`src/rtl/card_irq_router.sv`:
```
module card_irq_router #(
  parameter int          NUM_IRQ    = 16,
  parameter int          ROUTE_W    = 4,
  parameter int          PIN_A      = 3,
  parameter int          PIN_B      = 4,
  parameter logic [15:0] LEGAL_MASK = 16'hDEB8
) (
  input  logic               clk,
  input  logic               rst_n,
  input  logic               wr_en,
  input  logic [2:0]         wr_addr,
  input  logic [7:0]         wr_data,
  input  logic [1:0]         csc_req,
  input  logic [1:0]         fun_req,
  output logic [NUM_IRQ-1:0] irq_o,
  output logic [NUM_IRQ-1:0] irq_oe,
  output logic               inta_oe,
  output logic               intb_oe
);
  localparam int NSRC = 4;

  logic [1:0]         mode_q;
  logic               glob_q;
  logic [ROUTE_W-1:0] route_q [NSRC];
  logic [1:0]         en_a_q, en_b_q;

  always_ff @(posedge clk or negedge rst_n) begin
    if (!rst_n) begin
      mode_q <= '0;
      glob_q <= 1'b0;
      en_a_q <= '0;
      en_b_q <= '0;
      for (int s = 0; s < NSRC; s++) route_q[s] <= '0;
    end else if (wr_en) begin
      case (wr_addr)
        3'd0: begin mode_q <= wr_data[1:0]; glob_q <= wr_data[2]; end
        3'd1: route_q[1] <= wr_data[3:0];
        3'd2: route_q[0] <= wr_data[7:4];
        3'd3: route_q[3] <= wr_data[3:0];
        3'd4: route_q[2] <= wr_data[7:4];
        3'd5: en_a_q <= wr_data[1:0];
        3'd6: en_b_q <= wr_data[1:0];
        default: ;
      endcase
    end
  end

  wire             isa_on = mode_q[0];
  wire             pci_on = mode_q[1] & glob_q;
  wire [NSRC-1:0]  req_v  = {fun_req[1], csc_req[1], fun_req[0], csc_req[0]};
  wire             int_a  = pci_on & ((csc_req[0] & en_a_q[0]) | (fun_req[0] & en_a_q[1]));
  wire             int_b  = pci_on & ((csc_req[1] & en_b_q[0]) | (fun_req[1] & en_b_q[1]));

  logic [NUM_IRQ-1:0] isa_val, isa_oe;

  for (genvar k = 0; k < NUM_IRQ; k++) begin : g_line
    logic [NSRC-1:0] sel;
    always_comb
      for (int s = 0; s < NSRC; s++) sel[s] = (route_q[s] == ROUTE_W'(k));
    wire shared = (k == PIN_A || k == PIN_B) && pci_on;
    assign isa_oe[k]  = LEGAL_MASK[k] & isa_on & (|sel) & ~shared;
    assign isa_val[k] = isa_oe[k] & (|(sel & req_v));
  end

  logic [NUM_IRQ-1:0] nxt_o, nxt_oe;
  always_comb begin
    nxt_o  = isa_val;
    nxt_oe = isa_oe;
    if (pci_on) begin
      nxt_o[PIN_A]  = 1'b0;
      nxt_oe[PIN_A] = int_a;
      nxt_o[PIN_B]  = 1'b0;
      nxt_oe[PIN_B] = int_b;
    end
  end

  always_ff @(posedge clk or negedge rst_n) begin
    if (!rst_n) begin
      irq_o   <= '0;
      irq_oe  <= '0;
      inta_oe <= 1'b0;
      intb_oe <= 1'b0;
    end else begin
      irq_o   <= nxt_o;
      irq_oe  <= nxt_oe;
      inta_oe <= int_a;
      intb_oe <= int_b;
    end
  end
endmodule

```
`config.mk`:
```
export PLATFORM = sky130hd
export DESIGN_NAME = card_irq_router
export DESIGN_NICKNAME = d
export VERILOG_FILES = /design/src/rtl/card_irq_router.sv
export SDC_FILE = /design/constraint.sdc
export NUM_CORES = 1
export LEC_CHECK = 0
export BUFFER_PORTS_ARGS = -buffer_cell sky130_fd_sc_hd__buf_2
export CORE_ASPECT_RATIO = 1.4
export CORE_MARGIN = 10
export CORE_UTILIZATION = 55
export CTS_BUF_LIST = sky130_fd_sc_hd__clkbuf_8
export DETAILED_ROUTE_END_ITERATION = 7
export GPL_TIMING_DRIVEN = 1
export PLACE_DENSITY = 0.9
export REMOVE_ABC_BUFFERS = 1
export SETUP_SLACK_MARGIN = 0.1
export SLEW_MARGIN = 20
export SYNTH_ARGS = -nofsm -noshare
export SYNTH_HDL_FRONTEND = slang
export SYNTH_SLANG_ARGS = --single-unit
```
`constraint.sdc`:
```
create_clock -name clk -period 1.6 [get_ports clk]
set_clock_uncertainty 0.1 [all_clocks]
set_input_delay 0.24 -clock clk [delete_from_list [all_inputs] [get_ports clk]]
set_output_delay 0.24 -clock clk [all_outputs]
set_load 0.02 [all_outputs]
```
Word-level counts from Yosys, hierarchy flattened:

Cells that the tools add are included.

* equality and inequality tests: 46
* multiplexer cells: 2
* bitwise gates (word level): 42
* reductions and logical operators: 28

Operator list (count)
* $eq 4x4->1 const B: 24
* $reduce_or 4->1: 20
* $eq 4x3->1 const B: 12
* $and 4x4->4: 10
* $and 1x1->1: 29
* $eq 4x2->1 const B: 4
* $reduce_and 2->1: 7
* $eq 3x3->1 const B: 3
* $eq 3x2->1 const B: 2
* $mux 2: 2
* $eq 3x1->1 const B: 1
* $logic_not 3->1: 1
* $or 1x1->1: 2
* $not 1->1: 1

* bits in registers: 45
* input port bits: 18
* output and inout bits: 34
* logic and storage cells: 130

Longest topological paths before layout:

* depth after elaboration: 6
* mapped depth: 5
* mapped depth without buffers: 4

Least setup slack after synthesis:

No wires, ideal clock.

* kind: reg2reg
* start: register route_q[8] (netlist bit)
* end: register irq_oe[3]
* library setup time: 0.145 ns
* arrival: 1.180 ns
* required time: 1.355 ns
* path slack: 0.175 ns
* cell stages (with the launch flop): 6
* buffers on the path: 1
* clock period less this slack: 1.425 ns
* cells stage by stage: dfrtp_1 -> buf_4 -> nand2_1 -> nor3_1 -> o41ai_1 -> o21ai_0

* cells in the longest elaborated chain, start to end: 5

Ends and longest elaborated chain
* from (decl): RTL line 24 `logic [ROUTE_W-1:0] route_q [NSRC];`
* $eq 4x2->1: RTL line 59 `for (int s = 0; s < NSRC; s++) sel[s] = (route_q[s] == ROUTE_W'(k));`
* $reduce_or 4->1: RTL line 61 `assign isa_oe[k] = LEGAL_MASK[k] & isa_on & (|sel) & ~shared;`
* $and 1x1->1 (2 in series): RTL line 61
* $mux 2: RTL line 69 `if (pci_on) begin`
* named net nxt_oe[3]: RTL line 65 `logic [NUM_IRQ-1:0] nxt_o, nxt_oe;`
* to (signal assigned): RTL line 85 `irq_oe <= nxt_oe;`
* to (decl): RTL line 16 `output logic [NUM_IRQ-1:0] irq_oe,`

The timed path passes the listed nets, and every way through them passes these cells.
A chain may end at the register's enable or synchronous reset.

Worst setup path in the final report:

* start: register route_q[0] (netlist bit)
* end: register irq_o[5]

* cells in the longest elaborated chain, start to end: 4
* elaborated cells on any way between the ends: 6
* those cells by class: 1 x eq/ne; 3 x bitwise; 2 x reduce/logical

Ends and longest elaborated chain
* $eq 4x3->1: RTL line 59
* $reduce_or 4->1: RTL line 61
* $and 1x1->1: RTL line 61
* named net isa_oe[5]: RTL line 54 `logic [NUM_IRQ-1:0] isa_val, isa_oe;`
* $and 1x1->1: RTL line 62 `assign isa_val[k] = isa_oe[k] & (|(sel & req_v));`
* named net isa_val[5]: RTL line 54
* to (signal assigned): RTL line 84 `irq_o <= nxt_o;`
* to (decl): RTL line 15 `output logic [NUM_IRQ-1:0] irq_o,`

The timed path passes the listed nets, and every way through them passes these cells.

==> summary.md <==
| Metric | Value |
|---|---|
| Layout area overhead | `20.9%` |
| HP Class | `input pin to flip-flop` |
| Pwr per Cell Area | `1230 nW/um^2` |
| WP data arrival | `1.58 ns` |
| Worst-path cell chain | `or2b_1, nor2_1, o41a_1, and2_1` |
| Period utilisation layout | `92.6%` |
| Clock Latency Late Sink | `0.30 ns` |
| Nets | `317` |
| Area of the core | `4270 um^2` |
| Yosys warns | `0` |
| Top cell type's share of synthesized area | `45.9%` |
| Number of global-route vias before repair | `2183` |
| Total Routing Usage GR | `17.1%` |
| Worst-path clk slew | `0.09 ns` |
| Share of layout cells above drive strength 1 | `38.3%` |
| Yosys cell types | `36` |
| Slowest stage delay, CP | `0.47 ns` |
| RSZ-0062 raised after global routing | `true` |
| Fill cells | `330` |
| Gpl congestion | `1.00` |
| Port Buffers | `39` |
| Slowest-stage cell, CP | `dfrtp_2` |
| Max VDD drop | `0.000938 V` |
| H-tree levels | `2` |
| Final min period | `1.48 ns` |
| Root Buffer | `clkbuf_8` |
| Status | `finished clean` |
| Avg Cell Area, Syn | `10.1 um^2` |
| Largest net degree at the start of global routing | `30` |
| Post-synth EDFFs | `0` |
| Fmax | `675 MHz` |
| Routed WL | `6.71 mm` |
| Synth area leaders | `dfrtp_1 46%, mux2_2 10%, buf_4 4.3%, nand2b_1 3.1%, nand3_1 2.9%` |
| GRT overflow | `0` |
| Crit end category | `flip-flop` |
| Cell count of the worst hold path | `2` |
| CP startpoint kind | `flip-flop` |
| Mapped Area | `2450 um^2` |
| Ant. Diodes | `0` |
| Max-slew violations | `0` |
| CP top delay family | `flip-flops` |
| DR pass1 iterations | `4` |
| CTS tree | `yes` |
| Std-Cell Rows | `28` |
| Area of the multi-input gates | `1270 um^2` |
| Drc violations | `0` |
| CP Class | `flip-flop to flip-flop` |
| Top cells by count, synth | `45 x dfrtp_1, 22 x mux2_2, 17 x nand2_1` |
| Worst EP required | `1.70 ns` |
| Crit path depth | `4` |
| Antenna violations before repair | `0` |
| Async SR Flop Fraction | `100%` |
| Synth area leader | `dfrtp_1` |
| Final core occ | `69.4%` |
| Post-synthesis sequential area ratio | `45.9%` |
| Setup_tns | `0 ns` |
| DR vias/cell | `5.91` |
| Vias | `2127` |
| Crit-path max FO | `6` |
| TritonCTS buffer count | `5` |
| First-pass GRT wire length | `10.5 mm` |
| WL per Instance | `18.7 um` |
| Placement Cell Area | `2770 um^2` |
| #FFs+latches synth | `45` |
| Clk sink count | `45` |
| CTS Buffer Depth | `2` |
| DRT iter0 DRCs | `210` |
| Most frequent cell after synthesis | `dfrtp_1` |
| Hold Vio Cnt, Final | `0` |
| Top-level port count | `52` |
| Die height | `99.0 um` |
| Reg2Reg Depth | `4` |
| Hold_ws | `0.0832 ns` |
| Top FF cell, synth | `dfrtp_1` |
| Setup Viol. Count Final | `0` |
| CP Buf/Inv Count | `0` |
| Initial core utilization | `57.3%` |
| Syn Inst Count | `242` |
| Max-cap violation count | `0` |
| Final Instance Area | `2960 um^2` |
| Die X-Extent | `76.4 um` |
| Register area | `1140 um^2` |
| Dpl hpwl | `5.14 mm` |
| Die ar. | `7560 um^2` |
| DRT antenna net count | `0` |
| Leak | `1.35 nW` |
## kinds of logic after synthesis
group | count (synthesis) | synth area share, %
AOI/OAI and AO/OA | 47 | 13.6
buffers and inverters | 22 | 5.67
DFF | 45 | 45.9
muxes | 22 | 10.1
other | 1 | 0.153
and+or+nand+nor | 105 | 24.6
## layout by cell type (no fill, tap or decap), drive strengths merged, types with 2 or more instances in the layout
master	Yosys	final
nor3	7	7
buf	17	57
a22o	2	2
a21oi	4	4
nand2b	12	12
dfrtp	45	45
o22ai	7	7
and2	5	5
or2b	2	2
clkbuf	3	6
mux2	22	22
nor2	12	12
nand2	17	17
o21ai	5	5
nand4b	7	7
a31oi	3	3
conb	1	12
and3	5	5
and2b	5	5
a21boi	2	2
o21a	6	6
inv	2	2
nand4	5	5
a32oi	5	5
nand3	14	14
nor2b	11	11
nor3b	2	2
a22oi	8	8
## power by group
| part | internal [mW] | switching (mW) |
|---|---|---|
| sequential | 1.34 | 0.238 |
| clock | 0.467 | 0.400 |
| combinational | 0.533 | 0.656 |
| total | 2.34 | 1.29 |
## sequential cells by signal (all words and copies together), names as in the netlist
| name | flops |
|---|---|
| en_a_q | 2 |
| en_b_q | 2 |
| glob_q | 1 |
| inta_oe | 1 |
| intb_oe | 1 |
| irq_o | 10 |
| irq_oe | 10 |
| mode_q | 2 |
| route_q | 16 |
## layer usage
layer,share of wire [%],wire length [um],GRT usage (%)
met1,38,2520,17.7
met2,52,3510,30.3
met3,6.1,410,4.00
met4,4.1,272,11.2
met5,0,0,0
## path summary, 6_finish.rpt
path / startpoint / to / slack (ns)
worst max-delay path: route_q[0] / irq_o[5] / 0.12
worst min-delay path: wr_data[3] / route_q[11] / 0.08
worst max register to register: route_q[0] / irq_o[5] / 0.12
worst min register to register: en_b_q[0] / en_b_q[0] / 0.43
max in group asynchronous: rst_n / route_q[3] / 0.62
min in group asynchronous: rst_n / irq_o[5] / 0.30
## cell type report
class | instances | area share (%)
Sequential cell | 45 | 38.5
Timing Repair Buffer | 59 | 12.1
Clock inverter | 3 | 1.56
Clock buffer | 5 | 2.32
Inverter | 2 | 0.253
Multi-Input combinational cell | 186 | 42.8
Tap cell | 60 | 2.53
## per-stage QoR
stage | std cells | power [mW] | setup WS, ns
floorplan | 233 | 2.19 | 0.212
global placement | 349 | 2.66 | 0.0925
detailed placement | 349 | 2.68 | 0.0709
CTS | 358 | 3.55 | 0.0716
global route | 360 | 3.82 | 0.0354
finish | 360 | 3.63 | 0.119
## what timing repair did
item,4_1_cts,5_1_grt
hold buffers,1,0
setup buffers,0,2
endpoints found under the hold margin,16,0
endpoints found under the setup margin,2,11
pin swaps,0,1
gates resized for setup,2,23
Note: power is estimated with default switching activity, not from simulation.
